--- src/rtl/ow_irq_pkg.sv ---
package ow_irq_pkg;

    // Timing limits of the bus protocol, in microseconds
    localparam int RST_MIN_US = 480;
    localparam int INT_LO_US  = 960;
    localparam int INT_HI_US  = 3840;

    typedef enum logic [2:0] {
        S_IDLE,     // bus high, nothing owed
        S_MLOW,     // master holds the bus low
        S_STRETCH,  // block keeps a reset low
        S_PWAIT,    // high wait before presence
        S_PLOW,     // presence low
        S_IRQ,      // own long interrupt pulse
        S_REL       // released, waiting to see bus high
    } ow_state_e;

    typedef enum logic {
        RET_IDLE,
        RET_PRES
    } ret_e;

    typedef struct packed {
        logic pending;   // alarm not yet acknowledged
        logic fresh;     // alarm not yet signalled at all
        logic try_now;   // one spontaneous attempt owed
        logic owe_long;  // long pulse owed after presence
        logic sel_long;  // repeat waveform: presence then pulse
        logic por_blk;   // no spontaneous pulse until first reset
    } irq_flags_t;

    function automatic int clamp_int_us(input int v);
        if (v < INT_LO_US) return INT_LO_US;
        if (v > INT_HI_US) return INT_HI_US;
        return v;
    endfunction

    function automatic logic drives_low(input ow_state_e s);
        return (s == S_STRETCH) || (s == S_PLOW) || (s == S_IRQ);
    endfunction

endpackage

--- src/rtl/ow_sync.sv ---
module ow_sync #(
    parameter logic RST_VAL = 1'b1
) (
    input  logic clk,
    input  logic rst,
    input  logic d,
    output logic q
);
    logic s1, s2;

    always_ff @(posedge clk) begin
        if (rst) begin
            s1 <= RST_VAL;
            s2 <= RST_VAL;
        end else begin
            s1 <= d;
            s2 <= s1;
        end
    end

    assign q = s2;
endmodule

--- src/rtl/ow_us_timer.sv ---
module ow_us_timer #(
    parameter int CYC_PER_US = 50,
    parameter int CW         = 12
) (
    input  logic          clk,
    input  logic          rst,
    input  logic          restart,
    output logic          us_edge,
    output logic [CW-1:0] cnt_us
);
    generate
        if (CYC_PER_US <= 1) begin : g_direct
            assign us_edge = 1'b1;
        end else begin : g_prescale
            localparam int PW = $clog2(CYC_PER_US);
            localparam logic [PW-1:0] PRE_LAST = PW'(CYC_PER_US - 1);
            logic [PW-1:0] pre;

            always_ff @(posedge clk) begin
                if (rst || restart)       pre <= '0;
                else if (pre == PRE_LAST) pre <= '0;
                else                      pre <= pre + 1'b1;
            end

            assign us_edge = (pre == PRE_LAST);
        end
    endgenerate

    // Saturating microsecond count since the last restart
    always_ff @(posedge clk) begin
        if (rst || restart)                  cnt_us <= '0;
        else if (us_edge && (cnt_us != '1))  cnt_us <= cnt_us + 1'b1;
    end
endmodule

--- src/rtl/ow_irq_fsm.sv ---
module ow_irq_fsm
    import ow_irq_pkg::*;
#(
    parameter int RST_US   = 480,
    parameter int PWAIT_US = 30,
    parameter int PLOW_US  = 120,
    parameter int INT_US   = 1920,
    parameter int CW       = 13
) (
    input  logic          clk,
    input  logic          rst,
    input  logic          bus_hi,
    input  logic          us_edge,
    input  logic [CW-1:0] cnt_us,
    input  logic          alarm_evt,
    input  logic          irq_arm,
    input  logic          link_busy,
    input  logic          irq_ack,
    input  logic          xact_done,
    input  logic          xact_self,
    output logic          restart,
    output logic          pull_low
);
    localparam logic [CW-1:0] RST_C   = CW'(RST_US);
    localparam logic [CW-1:0] PWAIT_C = CW'(PWAIT_US);
    localparam logic [CW-1:0] PLOW_C  = CW'(PLOW_US);
    localparam logic [CW-1:0] INT_C   = CW'(INT_US);
    localparam logic [CW-1:0] ONE_C   = CW'(1);

    ow_state_e     state, state_n;
    ret_e          ret, ret_n;
    irq_flags_t    flags, f;
    logic [CW-1:0] str_len, str_len_n;
    logic          rst_seen;

    function automatic logic elapsed(input logic [CW-1:0] len);
        return us_edge && (cnt_us == len - ONE_C);
    endfunction

    assign rst_seen = elapsed(RST_C);

    always_comb begin
        state_n   = state;
        ret_n     = ret;
        str_len_n = str_len;
        f         = flags;

        // events from the neighbouring layers
        if (xact_done) f.sel_long = xact_self;
        if (alarm_evt) begin
            f.pending = 1'b1;
            f.fresh   = 1'b1;
            f.try_now = 1'b1;
        end

        case (state)
            S_IDLE: begin
                if (!bus_hi) begin
                    state_n = S_MLOW;
                end else if (f.owe_long) begin
                    f.owe_long = 1'b0;
                    if (f.pending) state_n = S_IRQ;
                end else if (f.try_now) begin
                    f.try_now = 1'b0;
                    if (f.fresh && irq_arm && !link_busy && !f.por_blk) begin
                        state_n = S_IRQ;
                        f.fresh = 1'b0;
                    end
                end
            end
            S_MLOW: begin
                if (bus_hi) begin
                    state_n = (cnt_us >= RST_C) ? S_PWAIT : S_IDLE;
                end else if (rst_seen) begin
                    f.por_blk = 1'b0;
                    f.try_now = 1'b0;
                    if (f.pending) begin
                        if (f.fresh || !f.sel_long) begin
                            state_n   = S_STRETCH;
                            str_len_n = INT_C - RST_C;
                            f.fresh   = 1'b0;
                        end else begin
                            f.owe_long = 1'b1;
                        end
                    end
                end else if ((cnt_us >= RST_C) && f.fresh) begin
                    // alarm raised inside an ongoing reset: full pulse from now
                    state_n    = S_STRETCH;
                    str_len_n  = INT_C;
                    f.fresh    = 1'b0;
                    f.try_now  = 1'b0;
                    f.owe_long = 1'b0;
                end
            end
            S_STRETCH: begin
                if (elapsed(str_len)) begin
                    state_n = S_REL;
                    ret_n   = RET_PRES;
                end
            end
            S_IRQ: begin
                if (elapsed(INT_C)) begin
                    state_n = S_REL;
                    ret_n   = RET_PRES;
                end
            end
            S_PWAIT: begin
                if (elapsed(PWAIT_C)) state_n = S_PLOW;
            end
            S_PLOW: begin
                if (elapsed(PLOW_C)) begin
                    state_n = S_REL;
                    ret_n   = RET_IDLE;
                end
            end
            S_REL: begin
                if (bus_hi) state_n = (ret == RET_PRES) ? S_PWAIT : S_IDLE;
            end
            default: state_n = S_IDLE;
        endcase

        if (irq_ack) begin
            f.pending  = 1'b0;
            f.fresh    = 1'b0;
            f.try_now  = 1'b0;
            f.owe_long = 1'b0;
        end
    end

    always_ff @(posedge clk) begin
        if (rst) begin
            state   <= S_PWAIT;   // power-on presence
            ret     <= RET_IDLE;
            str_len <= '0;
            flags   <= '{pending: 1'b0, fresh: 1'b0, try_now: 1'b0,
                         owe_long: 1'b0, sel_long: 1'b0, por_blk: 1'b1};
        end else begin
            state   <= state_n;
            ret     <= ret_n;
            str_len <= str_len_n;
            flags   <= f;
        end
    end

    assign restart  = (state_n != state);
    assign pull_low = drives_low(state);

    // an unarmed alarm never starts a spontaneous pulse
    assert_spont_needs_arm_R5: assert property (@(posedge clk) disable iff (rst)
        (state == S_IDLE && bus_hi && !irq_arm && !flags.owe_long)
        |=> (state != S_IRQ));

    // busy command layer blocks a spontaneous pulse
    assert_spont_not_busy_R5: assert property (@(posedge clk) disable iff (rst)
        (state == S_IDLE && bus_hi && link_busy && !flags.owe_long)
        |=> (state != S_IRQ));

    // power-on hold keeps the bus quiet until a reset is seen
    assert_por_quiet_R7: assert property (@(posedge clk) disable iff (rst)
        (state == S_IDLE && flags.por_blk) |=> (state != S_IRQ));

    // a released long low always leads to the presence wait
    assert_presence_after_reset_R2: assert property (@(posedge clk) disable iff (rst)
        (state == S_MLOW && bus_hi && cnt_us >= RST_C) |=> (state == S_PWAIT));

    // a short low returns to idle with no answer
    assert_short_low_ignored_R2: assert property (@(posedge clk) disable iff (rst)
        (state == S_MLOW && bus_hi && cnt_us < RST_C) |=> (state == S_IDLE));

    // acknowledge drops the pending alarm
    assert_ack_clears_R8: assert property (@(posedge clk) disable iff (rst)
        irq_ack |=> !flags.pending);
endmodule

--- src/rtl/ow_irq_signaler.sv ---
module ow_irq_signaler
    import ow_irq_pkg::*;
#(
    parameter int CYC_PER_US = 250,
    parameter int INT_US     = 1920,
    parameter int RST_US     = RST_MIN_US,
    parameter int PWAIT_US   = 30,
    parameter int PLOW_US    = 120
) (
    input  logic clk,
    input  logic rst,
    input  logic bus_in,
    input  logic alarm_evt,
    input  logic irq_arm,
    input  logic link_busy,
    input  logic irq_ack,
    input  logic xact_done,
    input  logic xact_self,
    output logic bus_pull_low
);
    localparam int INT_EFF = clamp_int_us(INT_US);
    localparam int CW      = $clog2(INT_HI_US + RST_US + 1);

    logic          bus_hi;
    logic          restart;
    logic          us_edge;
    logic [CW-1:0] cnt_us;

    ow_sync #(.RST_VAL(1'b1)) u_sync (
        .clk (clk),
        .rst (rst),
        .d   (bus_in),
        .q   (bus_hi)
    );

    ow_us_timer #(.CYC_PER_US(CYC_PER_US), .CW(CW)) u_timer (
        .clk     (clk),
        .rst     (rst),
        .restart (restart),
        .us_edge (us_edge),
        .cnt_us  (cnt_us)
    );

    ow_irq_fsm #(
        .RST_US   (RST_US),
        .PWAIT_US (PWAIT_US),
        .PLOW_US  (PLOW_US),
        .INT_US   (INT_EFF),
        .CW       (CW)
    ) u_fsm (
        .clk       (clk),
        .rst       (rst),
        .bus_hi    (bus_hi),
        .us_edge   (us_edge),
        .cnt_us    (cnt_us),
        .alarm_evt (alarm_evt),
        .irq_arm   (irq_arm),
        .link_busy (link_busy),
        .irq_ack   (irq_ack),
        .xact_done (xact_done),
        .xact_self (xact_self),
        .restart   (restart),
        .pull_low  (bus_pull_low)
    );
endmodule

--- config.mk ---
export PLATFORM = sky130hd
export DESIGN_NAME = ow_irq_signaler
export DESIGN_NICKNAME = d
export VERILOG_FILES = /design/src/rtl/ow_irq_pkg.sv /design/src/rtl/ow_sync.sv /design/src/rtl/ow_us_timer.sv /design/src/rtl/ow_irq_fsm.sv /design/src/rtl/ow_irq_signaler.sv
export SDC_FILE = /design/constraint.sdc
export NUM_CORES = 1
export LEC_CHECK = 0
export BUFFER_PORTS_ARGS = -buffer_cell sky130_fd_sc_hd__clkbuf_2
export CORE_ASPECT_RATIO = 0.7
export CORE_MARGIN = 5
export CORE_UTILIZATION = 50
export DETAILED_ROUTE_END_ITERATION = 16
export GPL_TIMING_DRIVEN = 0
export HOLD_SLACK_MARGIN = 0.08
export PLACE_DENSITY = 0.79
export REMOVE_ABC_BUFFERS = 1
export SYNTH_ARGS = -nofsm -noshare
export SYNTH_HDL_FRONTEND = slang
export SYNTH_SLANG_ARGS = --single-unit
--- constraint.sdc ---
create_clock -name clk -period 3.2 [get_ports clk]
set_clock_uncertainty 0.05 [all_clocks]
set_input_delay 0 -clock clk [delete_from_list [all_inputs] [get_ports clk]]
set_output_delay 0 -clock clk [all_outputs]
set_load 0.01 [all_outputs]
==> impl_metrics.csv <==
group,metric,value,unit
global_route,grt_first_pass_wirelength,8.45,mm
critical_path,end_kind,"flip-flop",
global_route,busiest_layer,"met1",
clock_network,tritoncts,"built",
global_route,grtUsageMet3,5.01,%
drt,via_per_inst,5.92,
run_status,outcome,"finished, final reports clean",
clock_network,cts_num_sinks,36,
drt,drcViolationCount,0,
yosys,synthTopCellsByArea,"dfxtp_1, nor3_1, xor2_1",
yosys,ys.flop_type,"dfxtp_1",
yosys,ys_warn_count,0,
clock_network,cts.clk_slew.worst_paths,0.07,ns
yosys,synth_area_per_cell,8.24,µm²
layout,drive_gt1_share,9.68,%
sta,setup_viol,0,
critical_path,cp.arrival,3.00,ns
yosys,syn_inst,267,
place,hpwl,3.52,mm
global_route,grt_start_max_net_pins,22,
clock_network,htree_levels,2,
layout,n_antenna_cell,0,
floorplanning,core_area,4300,µm²
yosys,synth-async-reset-ratio,0,%
sta,worst_pin_slew,0.922,ns
drt,drt-pass1-iter-count,4,
job,maxCapViolations,0,
critical_path,criticalPathCategory,"flip-flop to flip-flop",
global_route,grtUsageMet2,24.6,%
yosys,synth_top_cell_area_share,32.8,%
sta,fmax,0.342,GHz
drt,drtAntennaViolNets,0,
layout,fillCellCount,406,
clock_network,cts_setup_buffers,0,
sta,drv_slew,0,
critical_path,rrSetupSlack,0.28,ns
floorplanning,rows,20,
layout,nNetsFinal,295,
place,post-place-ws,0.303,ns
global_route,antenna_found_initial,0,
clock_network,hold_buffers,9,
yosys,synth_cell_type_count,57,
place,gp_congestion,0.953,
critical_path,critPathMaxStageDelay,0.76,ns
layout,finalNonFillerCells,334,
sta,hold_violations,0,
sta,min_period,2.92,ns
floorplanning,io_pins,10,
global_route,met1_usage,28.4,%
global_route,gr-total-overflow,0,
place,dp.cells,318,
global_route,grt_pass1_vias,1718,
clock_network,clock_latency,0.30,ns
clock_network,cts_made_buffers,5,
clock_network,clockRootBuffer,"clkbuf_8",
yosys,synth_seq_cells,36,
floorplanning,die-area,5850,µm²
drt,wl,4.94,mm
sta,finalWorstSetupSlack,0.278,ns
drt,num_vias,1977,
yosys,netlist_area,2200,µm²
layout,final_common_cell,"dfxtp_1",
layout,syn2layout_area_growth,9.84,%
power_and_ir_drop,leakage,0.850,nW
layout,final_cell_mix,"dfxtp_1, nand2_1, nor3_1, nor2_1, a21oi_1",
critical_path,worstPathCellList,"ha_1 > and4_1 > nand2_1 > nor4_4 > a31oi_2 > o211ai_2 > nor3_1",
floorplanning,initial_core_util,51.1,%
clock_network,clockBufferDepth,2,
critical_path,cp_max_fo,21,
floorplanning,die_y,65.5,µm
drt,initialDrtViolationCount,242,
power_and_ir_drop,power_density,355,nW/µm²
yosys,synth_edf_count,0,
hold_path,min_path_type,"input port to flip-flop",
critical_path,cp.required,3.28,ns
clock_network,ctsResizeCount,0,
critical_path,critPathLaunchType,"flip-flop",
sta,maxSlewHeadroom,38.3,%
critical_path,critPathSlowestCell,"o211ai_2",
sta,setup-tns-final,0,ns
drt,wl_per_cell,14.8,µm
sta,finalCritPeriodShare,91.3,%
yosys,synth_top_cell_by_area,"dfxtp_1",
power_and_ir_drop,vdd_drop_max,0.229,mV
place,numPortBuffers,9,
yosys,synth_seq_area_share,32.8,%
global_route,track_usage,18.4,%
sta,rsz0062_at_grt,"no",
floorplanning,dieWidth,89.3,µm
-- final timing paths --
check	from	endpoint	cells after the start
worst max-delay path	u_timer.cnt_us[0]	u_timer.cnt_us[2]	7
worst min register to register	u_sync.s1	u_sync.q	1
worst min-delay path	link_busy	u_fsm.flags[4]	4
worst max register to register	u_timer.cnt_us[0]	u_timer.cnt_us[2]	7
-- cells by family (layout without fill, tap and decap cells) --
kind of cell | after synthesis | in the layout | share of synthesized area (%)
simple gates | 122 | 122 | 30.7
buf+inv | 22 | 34 | 5.35
mux | 3 | 3 | 1.42
xor+xnor | 18 | 18 | 7.17
compound gates | 59 | 59 | 18.6
flops | 36 | 36 | 32.8
fa+ha+maj | 7 | 7 | 3.98
-- where the power goes --
part / switching [W] / internal (W) / total, W
Sequential: 0.00000654 / 0.000455 / 0.000462
Combinational: 0.0000235 / 0.0000213 / 0.0000448
Clock: 0.000159 / 0.000192 / 0.000351
Total: 0.000189 / 0.000668 / 0.000857
-- critical path: cells and delay by family, from the launching register on --
kind / cells / cell delay (ns)
AOI/OAI and AO/OA: 2 / 0.92
adders and majority gates: 1 / 0.26
DFF: 1 / 0.42
and+or+nand+nor: 4 / 1.10
-- final cells by class --
class | count | area (µm²) | share of cell area [%]
multi-input cells | 209 | 1360 | 56.3
flip-flops and latches | 36 | 721 | 29.8
repair buffers | 18 | 135 | 5.59
clock buffers | 7 | 96.3 | 3.99
well taps | 55 | 68.8 | 2.85
inverters | 9 | 33.8 | 1.40
-- sequential cells by signal, indices dropped and copies added, names as in the netlist --
name                    cells
u_sync.s1                   1
u_fsm.str_len               3
u_fsm.flags                 6
u_sync.q                    1
u_timer.cnt_us             13
u_timer.g_prescale.pre      8
u_fsm.ret                   1
u_fsm.state                 3
-- cell usage after synthesis (4+ instances only) --
cell type	number
inv_1	9
ha_1	7
xnor2_1	7
dfxtp_1	36
nor4_1	7
o21ai_0	13
buf_2	4
a21oi_1	15
clkbuf_1	4
nand2_1	25
nand3_1	12
nor3_1	21
nand4_1	9
nor2_1	20
xor2_1	11
-- metal layers --
metal,vias up,part of all wire (%)
li1,1010,-
met1,902,50
met2,59,42
met3,6,6.2
met4,0,1.2
met5,-,0
-- per-stage QoR --
| stage | util (%) | hold WS (ns) | instance area (µm²) | power [W] |
|---|---|---|---|---|
| finish | 56.1 | 0.106 | 2420 | 0.000857 |
| global route | 56.1 | 0.139 | 2420 | 0.000894 |
| CTS | 56.1 | 0.0893 | 2420 | 0.000864 |
| detailed placement | 51.8 | 0.137 | 2230 | 0.000507 |
| global placement | 51.8 | 0.131 | 2230 | 0.000505 |
| floorplan | - | 0.0191 | 2120 | 0.000492 |
Note: power is estimated with default switching activity, not from simulation.
